**src/rtl/fseq_pkg.sv**
```systemverilog
package fseq_pkg;

  localparam logic [2:0] OP_LOAD   = 3'd0;
  localparam logic [2:0] OP_STORE  = 3'd1;
  localparam logic [2:0] OP_LFENCE = 3'd2;
  localparam logic [2:0] OP_SFENCE = 3'd3;
  localparam logic [2:0] OP_FULL   = 3'd4;
  localparam logic [2:0] OP_SERIAL = 3'd5;

  // strobes from control to datapath
  typedef struct packed {
    logic qPush;      // write incoming op into the program-order queue
    logic qPop;       // head of queue leaves
    logic sbPush;     // head store moves into the store buffer
    logic sbPop;      // oldest buffered store goes to memory
    logic selStore;   // request port carries the store buffer head
    logic retireHead; // non-memory head entry retires now
  } fseqStrb_t;

endpackage

```
**src/rtl/fseq_datapath.sv**
```systemverilog
module fseq_datapath
  import fseq_pkg::*;
#(
  parameter int ADDR_W   = 8,
  parameter int DATA_W   = 32,
  parameter int TAG_W    = 4,
  parameter int Q_DEPTH  = 8,
  parameter int SB_DEPTH = 4,
  localparam int QPTR_W  = $clog2(Q_DEPTH),
  localparam int QCNT_W  = $clog2(Q_DEPTH + 1),
  localparam int SBPTR_W = $clog2(SB_DEPTH),
  localparam int SBCNT_W = $clog2(SB_DEPTH + 1)
) (
  input  logic              clk,
  input  logic              rst,
  input  fseqStrb_t         strb,
  input  logic [2:0]        inOp,
  input  logic [ADDR_W-1:0] inAddr,
  input  logic [DATA_W-1:0] inData,
  input  logic [TAG_W-1:0]  inTag,
  input  logic              flightValid,
  input  logic              memRspValid,
  input  logic              memRspWrite,
  input  logic [TAG_W-1:0]  memRspTag,
  input  logic [DATA_W-1:0] memRspData,
  output logic [QCNT_W-1:0] qCount,
  output logic [SBCNT_W-1:0] sbCount,
  output logic [2:0]        headOp,
  output logic              matchHit,
  output logic [ADDR_W-1:0] memReqAddr,
  output logic [DATA_W-1:0] memReqData,
  output logic [TAG_W-1:0]  memReqTag,
  output logic              doneValid,
  output logic [TAG_W-1:0]  doneTag,
  output logic [DATA_W-1:0] doneData
);

  function automatic logic [QPTR_W-1:0] qNext(input logic [QPTR_W-1:0] p);
    return (p == QPTR_W'(Q_DEPTH - 1)) ? '0 : p + 1'b1;
  endfunction

  function automatic logic [SBPTR_W-1:0] sbNext(input logic [SBPTR_W-1:0] p);
    return (p == SBPTR_W'(SB_DEPTH - 1)) ? '0 : p + 1'b1;
  endfunction

  // program-order queue
  logic [2:0]        qOp   [Q_DEPTH];
  logic [ADDR_W-1:0] qAddr [Q_DEPTH];
  logic [DATA_W-1:0] qData [Q_DEPTH];
  logic [TAG_W-1:0]  qTag  [Q_DEPTH];
  logic [QPTR_W-1:0] qWr, qRd;
  logic [QCNT_W-1:0] qCnt;

  always_ff @(posedge clk) begin
    if (rst) begin
      qWr  <= '0;
      qRd  <= '0;
      qCnt <= '0;
    end else begin
      if (strb.qPush) begin
        qOp[qWr]   <= inOp;
        qAddr[qWr] <= inAddr;
        qData[qWr] <= inData;
        qTag[qWr]  <= inTag;
        qWr        <= qNext(qWr);
      end
      if (strb.qPop) qRd <= qNext(qRd);
      case ({strb.qPush, strb.qPop})
        2'b10:   qCnt <= qCnt + 1'b1;
        2'b01:   qCnt <= qCnt - 1'b1;
        default: ;
      endcase
    end
  end

  logic [ADDR_W-1:0] headAddr;
  logic [TAG_W-1:0]  headTag;
  assign qCount   = qCnt;
  assign headOp   = qOp[qRd];
  assign headAddr = qAddr[qRd];
  assign headTag  = qTag[qRd];

  // store buffer
  logic [ADDR_W-1:0]  sbAddr [SB_DEPTH];
  logic [DATA_W-1:0]  sbData [SB_DEPTH];
  logic [TAG_W-1:0]   sbTag  [SB_DEPTH];
  logic [SB_DEPTH-1:0] sbVld;
  logic [SBPTR_W-1:0] sbWr, sbRd;
  logic [SBCNT_W-1:0] sbCnt;
  logic [ADDR_W-1:0]  flightAddr;

  always_ff @(posedge clk) begin
    if (rst) begin
      sbWr  <= '0;
      sbRd  <= '0;
      sbCnt <= '0;
      sbVld <= '0;
    end else begin
      if (strb.sbPush) begin
        sbAddr[sbWr] <= headAddr;
        sbData[sbWr] <= qData[qRd];
        sbTag[sbWr]  <= headTag;
        sbVld[sbWr]  <= 1'b1;
        sbWr         <= sbNext(sbWr);
      end
      if (strb.sbPop) begin
        sbVld[sbRd] <= 1'b0;
        sbRd        <= sbNext(sbRd);
      end
      case ({strb.sbPush, strb.sbPop})
        2'b10:   sbCnt <= sbCnt + 1'b1;
        2'b01:   sbCnt <= sbCnt - 1'b1;
        default: ;
      endcase
    end
  end

  always_ff @(posedge clk) begin
    if (strb.sbPop) flightAddr <= sbAddr[sbRd];
  end

  assign sbCount = sbCnt;

  // address hazard between head load and any store not yet written
  logic [SB_DEPTH-1:0] hitVec;
  for (genvar i = 0; i < SB_DEPTH; i++) begin : gHit
    assign hitVec[i] = sbVld[i] && (sbAddr[i] == headAddr);
  end
  assign matchHit = (|hitVec) || (flightValid && (flightAddr == headAddr));

  // request port fields
  assign memReqAddr = strb.selStore ? sbAddr[sbRd] : headAddr;
  assign memReqData = strb.selStore ? sbData[sbRd] : '0;
  assign memReqTag  = strb.selStore ? sbTag[sbRd]  : headTag;

  // retirement port
  assign doneValid = memRspValid || strb.retireHead;
  assign doneTag   = memRspValid ? memRspTag : headTag;
  assign doneData  = (memRspValid && !memRspWrite) ? memRspData : '0;

endmodule

```
**src/rtl/fseq_ctrl.sv**
```systemverilog
module fseq_ctrl
  import fseq_pkg::*;
#(
  parameter int Q_DEPTH   = 8,
  parameter int SB_DEPTH  = 4,
  parameter int MAX_LOADS = 4,
  localparam int QCNT_W  = $clog2(Q_DEPTH + 1),
  localparam int SBCNT_W = $clog2(SB_DEPTH + 1),
  localparam int LCNT_W  = $clog2(MAX_LOADS + 1)
) (
  input  logic               clk,
  input  logic               rst,
  input  logic               inValid,
  input  logic [2:0]         inOp,
  input  logic               memReqReady,
  input  logic               memRspValid,
  input  logic               memRspWrite,
  input  logic [QCNT_W-1:0]  qCount,
  input  logic [SBCNT_W-1:0] sbCount,
  input  logic [2:0]         headOp,
  input  logic               matchHit,
  output fseqStrb_t          strb,
  output logic               inReady,
  output logic               busy,
  output logic               memReqValid,
  output logic               memReqWrite,
  output logic [LCNT_W-1:0]  loadCnt,
  output logic               storeInFlight
);

  logic serPending;
  logic headValid, nonMem, barrierMet;
  logic loadWant, storeWant, issueLoad, issueStore, sbPush, retire, qPush;

  assign headValid = (qCount != '0);

  always_comb begin
    nonMem     = 1'b1;
    barrierMet = 1'b1;
    case (headOp)
      OP_LOAD, OP_STORE: begin
        nonMem     = 1'b0;
        barrierMet = 1'b0;
      end
      OP_LFENCE: barrierMet = (loadCnt == '0);
      OP_SFENCE: barrierMet = 1'b1;
      OP_FULL, OP_SERIAL:
        barrierMet = (loadCnt == '0) && (sbCount == '0) && !storeInFlight;
      default:   barrierMet = 1'b1;
    endcase
  end

  assign retire    = headValid && nonMem && barrierMet && !memRspValid;
  assign loadWant  = headValid && (headOp == OP_LOAD) && !matchHit &&
                     (loadCnt < LCNT_W'(MAX_LOADS));
  assign storeWant = (sbCount != '0) && !storeInFlight;
  assign issueLoad  = loadWant && memReqReady;
  assign issueStore = !loadWant && storeWant && memReqReady;
  assign sbPush    = headValid && (headOp == OP_STORE) &&
                     (sbCount < SBCNT_W'(SB_DEPTH));

  assign inReady = (qCount < QCNT_W'(Q_DEPTH)) && !serPending;
  assign qPush   = inValid && inReady;
  assign busy    = serPending;

  assign memReqValid = loadWant || storeWant;
  assign memReqWrite = !loadWant;

  always_comb begin
    strb            = '0;
    strb.qPush      = qPush;
    strb.qPop       = issueLoad || sbPush || retire;
    strb.sbPush     = sbPush;
    strb.sbPop      = issueStore;
    strb.selStore   = !loadWant;
    strb.retireHead = retire;
  end

  always_ff @(posedge clk) begin
    if (rst) begin
      loadCnt       <= '0;
      storeInFlight <= 1'b0;
      serPending    <= 1'b0;
    end else begin
      case ({issueLoad, memRspValid && !memRspWrite})
        2'b10:   loadCnt <= loadCnt + 1'b1;
        2'b01:   loadCnt <= loadCnt - 1'b1;
        default: ;
      endcase
      if (issueStore) storeInFlight <= 1'b1;
      else if (memRspValid && memRspWrite) storeInFlight <= 1'b0;
      if (qPush && (inOp == OP_SERIAL)) serPending <= 1'b1;
      else if (retire && (headOp == OP_SERIAL)) serPending <= 1'b0;
    end
  end

endmodule

```
**src/rtl/fence_seq.sv**
```systemverilog
module fence_seq
  import fseq_pkg::*;
#(
  parameter int ADDR_W    = 8,
  parameter int DATA_W    = 32,
  parameter int TAG_W     = 4,
  parameter int Q_DEPTH   = 8,
  parameter int SB_DEPTH  = 4,
  parameter int MAX_LOADS = 4
) (
  input  logic              clk,
  input  logic              rst,
  input  logic              inValid,
  output logic              inReady,
  input  logic [2:0]        inOp,
  input  logic [ADDR_W-1:0] inAddr,
  input  logic [DATA_W-1:0] inData,
  input  logic [TAG_W-1:0]  inTag,
  output logic              memReqValid,
  input  logic              memReqReady,
  output logic              memReqWrite,
  output logic [ADDR_W-1:0] memReqAddr,
  output logic [DATA_W-1:0] memReqData,
  output logic [TAG_W-1:0]  memReqTag,
  input  logic              memRspValid,
  input  logic              memRspWrite,
  input  logic [TAG_W-1:0]  memRspTag,
  input  logic [DATA_W-1:0] memRspData,
  output logic              doneValid,
  output logic [TAG_W-1:0]  doneTag,
  output logic [DATA_W-1:0] doneData,
  output logic              busy
);

  localparam int QCNT_W  = $clog2(Q_DEPTH + 1);
  localparam int SBCNT_W = $clog2(SB_DEPTH + 1);
  localparam int LCNT_W  = $clog2(MAX_LOADS + 1);

  fseqStrb_t          strb;
  logic [QCNT_W-1:0]  qCount;
  logic [SBCNT_W-1:0] sbCount;
  logic [2:0]         headOp;
  logic               matchHit;
  logic [LCNT_W-1:0]  loadCnt;
  logic               storeInFlight;

  fseq_ctrl #(
    .Q_DEPTH(Q_DEPTH), .SB_DEPTH(SB_DEPTH), .MAX_LOADS(MAX_LOADS)
  ) uCtrl (
    .clk(clk), .rst(rst), .inValid(inValid), .inOp(inOp),
    .memReqReady(memReqReady), .memRspValid(memRspValid),
    .memRspWrite(memRspWrite), .qCount(qCount), .sbCount(sbCount),
    .headOp(headOp), .matchHit(matchHit), .strb(strb), .inReady(inReady),
    .busy(busy), .memReqValid(memReqValid), .memReqWrite(memReqWrite),
    .loadCnt(loadCnt), .storeInFlight(storeInFlight)
  );

  fseq_datapath #(
    .ADDR_W(ADDR_W), .DATA_W(DATA_W), .TAG_W(TAG_W),
    .Q_DEPTH(Q_DEPTH), .SB_DEPTH(SB_DEPTH)
  ) uData (
    .clk(clk), .rst(rst), .strb(strb), .inOp(inOp), .inAddr(inAddr),
    .inData(inData), .inTag(inTag), .flightValid(storeInFlight),
    .memRspValid(memRspValid), .memRspWrite(memRspWrite),
    .memRspTag(memRspTag), .memRspData(memRspData), .qCount(qCount),
    .sbCount(sbCount), .headOp(headOp), .matchHit(matchHit),
    .memReqAddr(memReqAddr), .memReqData(memReqData), .memReqTag(memReqTag),
    .doneValid(doneValid), .doneTag(doneTag), .doneData(doneData)
  );

endmodule

```
**config.mk**
```make
export PLATFORM = sky130hd
export DESIGN_NAME = fence_seq
export DESIGN_NICKNAME = d
export VERILOG_FILES = /design/src/rtl/fseq_pkg.sv /design/src/rtl/fseq_datapath.sv /design/src/rtl/fseq_ctrl.sv /design/src/rtl/fence_seq.sv
export SDC_FILE = /design/constraint.sdc
export NUM_CORES = 1
export LEC_CHECK = 0
export ABC_AREA = 1
export BUFFER_PORTS_ARGS = -buffer_cell sky130_fd_sc_hd__buf_4
export CAP_MARGIN = 10
export CORE_MARGIN = 1.5
export CORE_UTILIZATION = 40
export CTS_CLUSTER_DIAMETER = 150
export DETAILED_ROUTE_END_ITERATION = 12
export SYNTH_ARGS = -nofsm -noshare
export SYNTH_HDL_FRONTEND = slang
export SYNTH_SLANG_ARGS = --single-unit
```
**constraint.sdc**
```tcl
create_clock -name clk -period 7.7 [get_ports clk]
set_input_delay 2.31 -clock clk [delete_from_list [all_inputs] [get_ports clk]]
set_output_delay 2.31 -clock clk [all_outputs]
set_load 0.05 [all_outputs]
```
## Yosys cells after proc, flatten, opt, wreduce, memory -nomap -nowiden

Memory sizes are Yosys's and may differ from the RTL's. A register that Yosys moved wholly into a read port is not among the register bits.
Index checks and enable logic that the tools add are counted.

| word-level totals | value |
|---|---|
| register bits | 34 |
| bits in writable memories | 552 |
| input port bits | 89 |
| output and inout bits | 85 |
| logic and storage cells | 154 |
| memories kept | 7 |

Memory list:

| memory | depth | width | rd ports | clocked after memory_dff | write ports | line | text |
|---|---|---|---|---|---|---|---|
| uData.qData | 8 | 32 | 1 | 1 | 1 | fseq_datapath.sv:49 | `logic [DATA_W-1:0] qData [Q_DEPTH];` |
| uData.sbData | 4 | 32 | 1 | 1 | 1 | fseq_datapath.sv:85 | `logic [DATA_W-1:0] sbData [SB_DEPTH];` |
| uData.qAddr | 8 | 8 | 1 | 1 | 1 | fseq_datapath.sv:48 | `logic [ADDR_W-1:0] qAddr [Q_DEPTH];` |
| uData.qTag | 8 | 4 | 1 | 1 | 1 | fseq_datapath.sv:50 | `logic [TAG_W-1:0] qTag [Q_DEPTH];` |
| uData.sbAddr | 4 | 8 | 5 | 1 | 1 | fseq_datapath.sv:84 | `logic [ADDR_W-1:0] sbAddr [SB_DEPTH];` |
| uData.qOp | 8 | 3 | 1 | 1 | 1 | fseq_datapath.sv:47 | `logic [2:0] qOp [Q_DEPTH];` |
| +1 memories | -- | -- | -- | -- | -- | -- |  |

| cells by class | value |
|---|---|
| $add $sub $neg | 10 |
| magnitude comparators | 7 |
| eq/ne operators | 20 |
| muxes and demuxes | 45 |
| bitwise logic cells | 3 |
| reductions and logical operators | 51 |

Operators with widths:

| cell | count |
|---|---|
| 32-bit 2-to-1 mux | 2 |
| 8-bit == test | 5 |
| 3-bit 2-to-1 mux | 10 |
| 1-bit logical AND | 27 |
| 4-bit 2-to-1 mux | 5 |
| 2-bit 2-to-1 mux | 8 |
| 3-bit == test (second input constant) | 5 |
| 1-bit 2-to-1 mux | 13 |
| 3-bit by 1-bit adder with 3-bit output (second input constant) | 4 |
| 3-bit one-hot mux with 2 select lines | 2 |
| 2-bit == test (second input constant) | 5 |
| 2-bit nonzero test | 5 |
| 3-bit logical NOT | 3 |
| 8-bit 2-to-1 mux | 1 |
| 4-bit one-hot mux with 2 select lines | 1 |
| 2-bit by 1-bit == test with 1-bit output (second input constant) | 3 |
| 1-bit logical NOT | 6 |
| 2-bit by 3-bit less-than comparator with 1-bit output (second input constant) | 2 |
| 3-bit less-than comparator (second input constant) | 2 |
| 3-bit by 1-bit subtractor with 3-bit output (second input constant) | 2 |
| 1-bit logical OR | 5 |
| 2-bit by 1-bit adder with 2-bit output (second input constant) | 2 |
| 4-bit by 1-bit adder with 4-bit output (second input constant) | 1 |
| 4-bit bitwise AND | 1 |
| other kinds (13) | 16 |

## Logic depth before layout (Yosys ltp)

| logic depth | value |
|---|---|
| depth in word-level cells | 12 |
| gate-level depth with buffers | 27 |
| depth with buffers taken out | 25 |

## Hierarchy

Synthesis repeated with hierarchy kept, for this count alone.

| unflattened totals | value |
|---|---|
| cells, all modules | 2106 |
| area, all modules | 24584.8 um2 |

By module, submodules not included:

| module | times used | cells an instance | area each (um2) |
|---|---|---|---|
| fseq_datapath | 1 | 2035 | 24111.9 |
| fseq_ctrl | 1 | 71 | 473.0 |

## Worst setup path before layout

No wires, ideal clock.

| timing path | value |
|---|---|
| path type | in2reg |
| start point | in inValid |
| end point | mem uData.qAddr[6][0], enable pin |
| library setup time | 0.510 ns |
| arrival time | 6.007 ns |
| data required time | 7.190 ns |
| path slack | 1.183 ns |
| cell stages on the path | 4 |
| cell sequence | nand2_1 nor2_1 nand2_1 nor3_1 |

| between the ends | value |
|---|---|
| word-level cells in the longest chain between the ends | 4 |

Ends and longest elaborated chain:

| what | line | text |
|---|---|---|
| start, declared | fence_seq.sv:13 | `input logic inValid,` |
| 1-bit logical AND | fseq_ctrl.sv:63 | `assign qPush = inValid && inReady;` |
| 1-bit 2-to-1 mux | fseq_datapath.sv:60 | `if (strb.qPush) begin` |
| 1-bit 2-to-1 mux | fseq_datapath.sv:55 | `if (rst) begin` |
| 1-bit 2-to-1 mux (implied by the code) | fseq_datapath.sv:62 | `qAddr[qWr] <= inAddr;` |
| end, declared | fseq_datapath.sv:48 |  |

No other way between the ends.

==> reports/results.tsv <==
stage	metric	value	unit
placed_design	IO Port Bufs	173	
route	routed wirelength normalized by instance count	19.2	µm
timing	worst hold slack across all endpoints	0.487	ns
run	max-cap violation count	0	
pwr	total power of the final layout	10.1	mW
cts	number of instances resized during post-cts repair	0	
placed_design	DP Wirelength	35500	µm
logic_synthesis	count of flip-flops with a built-in enable after synthesis	560	
grt	met1 Track Usage GR	26.0	%
cts	Post-CTS Hold Buffers	0	
grt	global routing usage on met3	3.90	%
hold_path	Hold EP	uData.sbCount[0]$_SDFFE_PP0P_	
layout	fillers	5391	
logic_synthesis	number of distinct library cells after synthesis	43	
grt	initial antenna violation count	9	
grt	number of global-route vias before repair	14900	
floorplanning	area of the core	0.0606	mm²
route	post-route ant nets	0	
timing	RSZ-0062 raised after global routing	false	
floorplanning	vertical extent of the die	251	µm
layout	Layout Utilization	47.1	%
worst_setup_path	reg-to-reg endpoint	uData.sbCount[2]$_SDFFE_PP0P_	
cts	Clk Latency, worst-skew pair	0.62	ns
logic_synthesis	number of nets produced by synthesis	2253	
route	DRC Markers	0	
worst_setup_path	Critical Path End Type	output pin	
worst_setup_path	stages on the worst setup path	14	
worst_setup_path	worst-path cell chain	inv_4, nand2_1, nand3_1, nand3_1, nand2_1, a21boi_0, nand2_1, nor2_1, nand3_1, nand2_1, nor2_4, nand2_4, o21ai_1, buf_4	
route	Iteration-0 DRC Markers	1246	
worst_setup_path	CP Buf/Inv Count	2	
layout	synthesis-to-layout area growth	16.1	%
grt	pin count of the biggest net entering global routing	103	
outcome	run status	finished clean	
cts	clock tree from TritonCTS	done	
floorplanning	starting density of the core	40.6	%
grt	first-pass GRT wire length	89900	µm
timing	count of endpoints failing setup in the final report	0	
placed_design	post-placement cell area	0.0266	mm²
timing	crit share post-route	85.1	%
grt	most heavily used metal layer in global routing	met2	
worst_setup_path	CP top delay family	simple AND/OR/NAND/NOR gates	
logic_synthesis	Yosys reg bits	591	
cts	Clk pin slew, worst setup/hold paths	0.07	ns
worst_setup_path	Crit path top cell by count	sky130_fd_sc_hd__nand2_1	
route	drt first pass iters	5	
pwr	Leakage	10.8	nW
timing	max frequency	153	MHz
worst_setup_path	maximum net fanout on the critical path	93	
cts	clock tree buffer depth	3	
hold_path	launch point of the worst hold path	uData.sbCount[0]$_SDFFE_PP0P_	
cts	CTS sink count	591	
worst_setup_path	r2r setup slk	2.80	ns
route	total wirelength of the detailed-routed design	59800	µm
logic_synthesis	sequential-to-total area share from yosys stat	70.9	%
floorplanning	site row count	90	
timing	count of final hold-check violations	0	
pwr	Power Dens Cells	355	mW/mm²
logic_synthesis	async set-reset flop share out of synthesis	0	%
grt	global routing met2 resource utilization	29.7	%
logic_synthesis	Post-Synthesis Mean Instance Area	11.5	µm²
floorplanning	die footprint	0.0630	mm²
cts	number of buffers created by CTS	56	
hold_path	Hold Path Cell Cnt	1	
worst_setup_path	CP max stage delay	0.71	ns
timing	transition time at the pin with the least slew margin	1.05	ns
route	Vias/cell	5.14	
layout	Post-layout nets	2397	
logic_synthesis	gate count after technology mapping	2145	
floorplanning	overall die width	251	µm
layout	post-route standard cell area excluding fillers	0.0285	mm²
timing	total count of max-transition violations in the final report	0	
worst_setup_path	number of cells on the worst reg-to-reg path	18	
logic_synthesis	netlist area before placement	0.0246	mm²
logic_synthesis	Warnings, synthesis	0	
timing	relative slew slack	29.7	%
worst_setup_path	Setup Crit Path Kind	flip-flop to output pin	
cts	Root Buffer Master	sky130_fd_sc_hd__clkbuf_16	
worst_setup_path	slowest cell on the critical path	sky130_fd_sc_hd__inv_4	
logic_synthesis	leading register cell type out of synthesis	sky130_fd_sc_hd__edfxtp_1	
worst_setup_path	required time of the worst setup path	5.39	ns
timing	Final min period	6.55	ns
pwr	worst vdd rail ir drop	0.181	mV
cts	level count of the clock H-tree	2	
timing	clock skew after layout	0.0171	ns
grt	Total GRT Usage	18.8	%
worst_setup_path	data arrival time of the worst path	4.24	ns
grt	global route overflow	0	
layout	layout cells sized above 1	13.9	%
hold_path	worst hold-check path type	flip-flop to flip-flop	
cts	post-CTS setup repair buffer count	0	
floorplanning	IO Pins	174	
route	Vias	16000	
placed_design	weighted congestion at the end of routability-driven global placement	0.837	
worst_setup_path	critical path startpoint category	flip-flop	
timing	setup total negative slack	0	ns
==> area by class of cell <==
| class | count | area, µm² | area share (%) |
|---|---|---|---|
| Clock buffer | 69 | 1470 | 5.15 |
| Tap cell | 782 | 978 | 3.43 |
| Clock inverter | 34 | 422 | 1.48 |
| Antenna cell | 5 | 12.5 | 0.0438 |
| Inverter | 213 | 802 | 2.81 |
| Sequential cell | 591 | 17400 | 61.1 |
| Multi-Input combinational cell | 1230 | 5930 | 20.8 |
| Timing Repair Buffer | 197 | 1490 | 5.22 |
==> how the worst max path moves through the flow <==
stage                startpoint                          end
finish                flip-flop                memReqAddr[1]
global route          flip-flop                memReqAddr[1]
CTS                   flip-flop                memReqAddr[1]
detailed placement  memRspValid                  doneData[5]
global placement    memRspValid                  doneData[4]
floorplan               inValid  uData.qAddr[6][0]$_DFFE_PP_
==> logic make-up (layout without fill, tap and decap cells) <==
| kind of cell | after synthesis | count (layout) | synth area share (%) |
|---|---|---|---|
| buffers and inverters | 324 | 513 | 5.30 |
| DFF | 591 | 591 | 70.9 |
| xor gates and xnor gates | 5 | 5 | 0.178 |
| adders and majority gates | 19 | 19 | 1.03 |
| muxes | 1 | 1 | 0.0407 |
| other | 0 | 5 | 0 |
| AOI/OAI and AO/OA | 417 | 417 | 9.14 |
| and+or+nand+nor | 788 | 788 | 13.4 |
==> flip-flops by register name, summed over array words and instances (netlist names), named ones only <==
register             flops
uData.qWr                3
uData.qAddr             64
uData.qRd                3
uData.sbTag             16
uData.sbCount            3
uData.qOp               24
uData.qCount             4
uData.qData            256
uCtrl.busy               1
uData.sbWr               2
uCtrl.loadCnt            3
uCtrl.storeInFlight      1
uData.qTag              32
uData.flightAddr         8
uData.sbRd               2
uData.sbVld              4
uData.sbAddr            32
uData.sbData           128
==> cell usage in the layout (no fill, tap or decap), drive strengths merged, types with 2 or more instances in the layout <==
master / n
a211oi: 2
a21boi: 3
a21oi: 68
a31oi: 36
a32o: 4
buf: 197
bufinv: 9
clkbuf: 69
clkinv: 24
clkinvlp: 2
dfxtp: 31
diode: 5
edfxtp: 560
fa: 2
ha: 17
inv: 212
nand2: 253
nand3: 125
nand3b: 16
nand4: 4
nor2: 379
nor3: 6
o211ai: 2
o21ai: 249
o22ai: 48
o31ai: 3
or2: 4
xor2: 4
==> metrics by stage <==
step           cells  setup WS, ns
2_1_floorplan   2145          1.18
3_3_place_gp    3013          1.61
3_5_place_dp    3013          1.50
4_1_cts         3116          1.11
5_1_grt         3119         0.827
6_report        3121          1.15
==> power by group <==
group,internal [mW],total (mW),leakage (nW),switching [mW]
clock network,1.66,2.83,0.916,1.17
registers,3.89,4.00,5.30,0.110
logic,0.883,3.32,4.56,2.43
total,6.43,10.1,10.8,3.71
==> cell usage after synthesis, types with 3 or more instances <==
library cell               instances  share of area [%]
sky130_fd_sc_hd__nor3_1            5               0.10
sky130_fd_sc_hd__buf_1             4              0.061
sky130_fd_sc_hd__buf_6             7               0.32
sky130_fd_sc_hd__a32o_1            4               0.16
sky130_fd_sc_hd__a21oi_1          68                1.4
sky130_fd_sc_hd__dfxtp_1          31                2.5
sky130_fd_sc_hd__nor2_1          376                5.7
sky130_fd_sc_hd__nand2_2           7               0.18
sky130_fd_sc_hd__inv_2             6              0.092
sky130_fd_sc_hd__a21boi_0          3              0.092
sky130_fd_sc_hd__o22ai_1          48                1.2
sky130_fd_sc_hd__o31ai_1           3              0.092
sky130_fd_sc_hd__nand3_1         116                2.4
sky130_fd_sc_hd__nand3b_1         16               0.49
sky130_fd_sc_hd__o21ai_1          27               0.55
sky130_fd_sc_hd__nand4_1           4               0.10
sky130_fd_sc_hd__a31oi_1          36               0.92
sky130_fd_sc_hd__xor2_1            4               0.14
sky130_fd_sc_hd__inv_1           206                3.1
sky130_fd_sc_hd__edfxtp_1        560                 68
sky130_fd_sc_hd__buf_2            16               0.33
sky130_fd_sc_hd__clkbuf_1         81                1.2
sky130_fd_sc_hd__or2_2             3              0.076
sky130_fd_sc_hd__nand3_2           9               0.37
sky130_fd_sc_hd__o21ai_0         221                4.5
sky130_fd_sc_hd__buf_4             3              0.092
sky130_fd_sc_hd__nand2_1         245                3.7
sky130_fd_sc_hd__ha_1             17               0.87
==> worst reg2reg max path: stages, from the launching register on <==
cell and delay [ns]:
sky130_fd_sc_hd__dfxtp_4 0.46, sky130_fd_sc_hd__inv_4 0.74, sky130_fd_sc_hd__o21ai_0 0.19, sky130_fd_sc_hd__o22ai_1 0.17, sky130_fd_sc_hd__inv_1 0.06, sky130_fd_sc_hd__o21ai_1 0.51
sky130_fd_sc_hd__nor3_2 0.14, sky130_fd_sc_hd__nand2_1 0.14, sky130_fd_sc_hd__nor2_4 0.06, sky130_fd_sc_hd__nand2_4 0.53, sky130_fd_sc_hd__nand2_1 0.25, sky130_fd_sc_hd__inv_2 0.36
sky130_fd_sc_hd__ha_1 0.21, sky130_fd_sc_hd__inv_1 0.07, sky130_fd_sc_hd__fa_1 0.39, sky130_fd_sc_hd__a21oi_1 0.18, sky130_fd_sc_hd__o21ai_0 0.13, sky130_fd_sc_hd__o21ai_0 0.15
sky130_fd_sc_hd__a21oi_1 0.05
==> routing by layer <==
metal  part of all wire [%]  vias up
met5                  0.062        -
met4                    2.5        6
met3                    6.9       89
met2                     46      440
met1                     44     7780
li1                       -     7730
No activity file was read; power rests on OpenSTA's default activity.
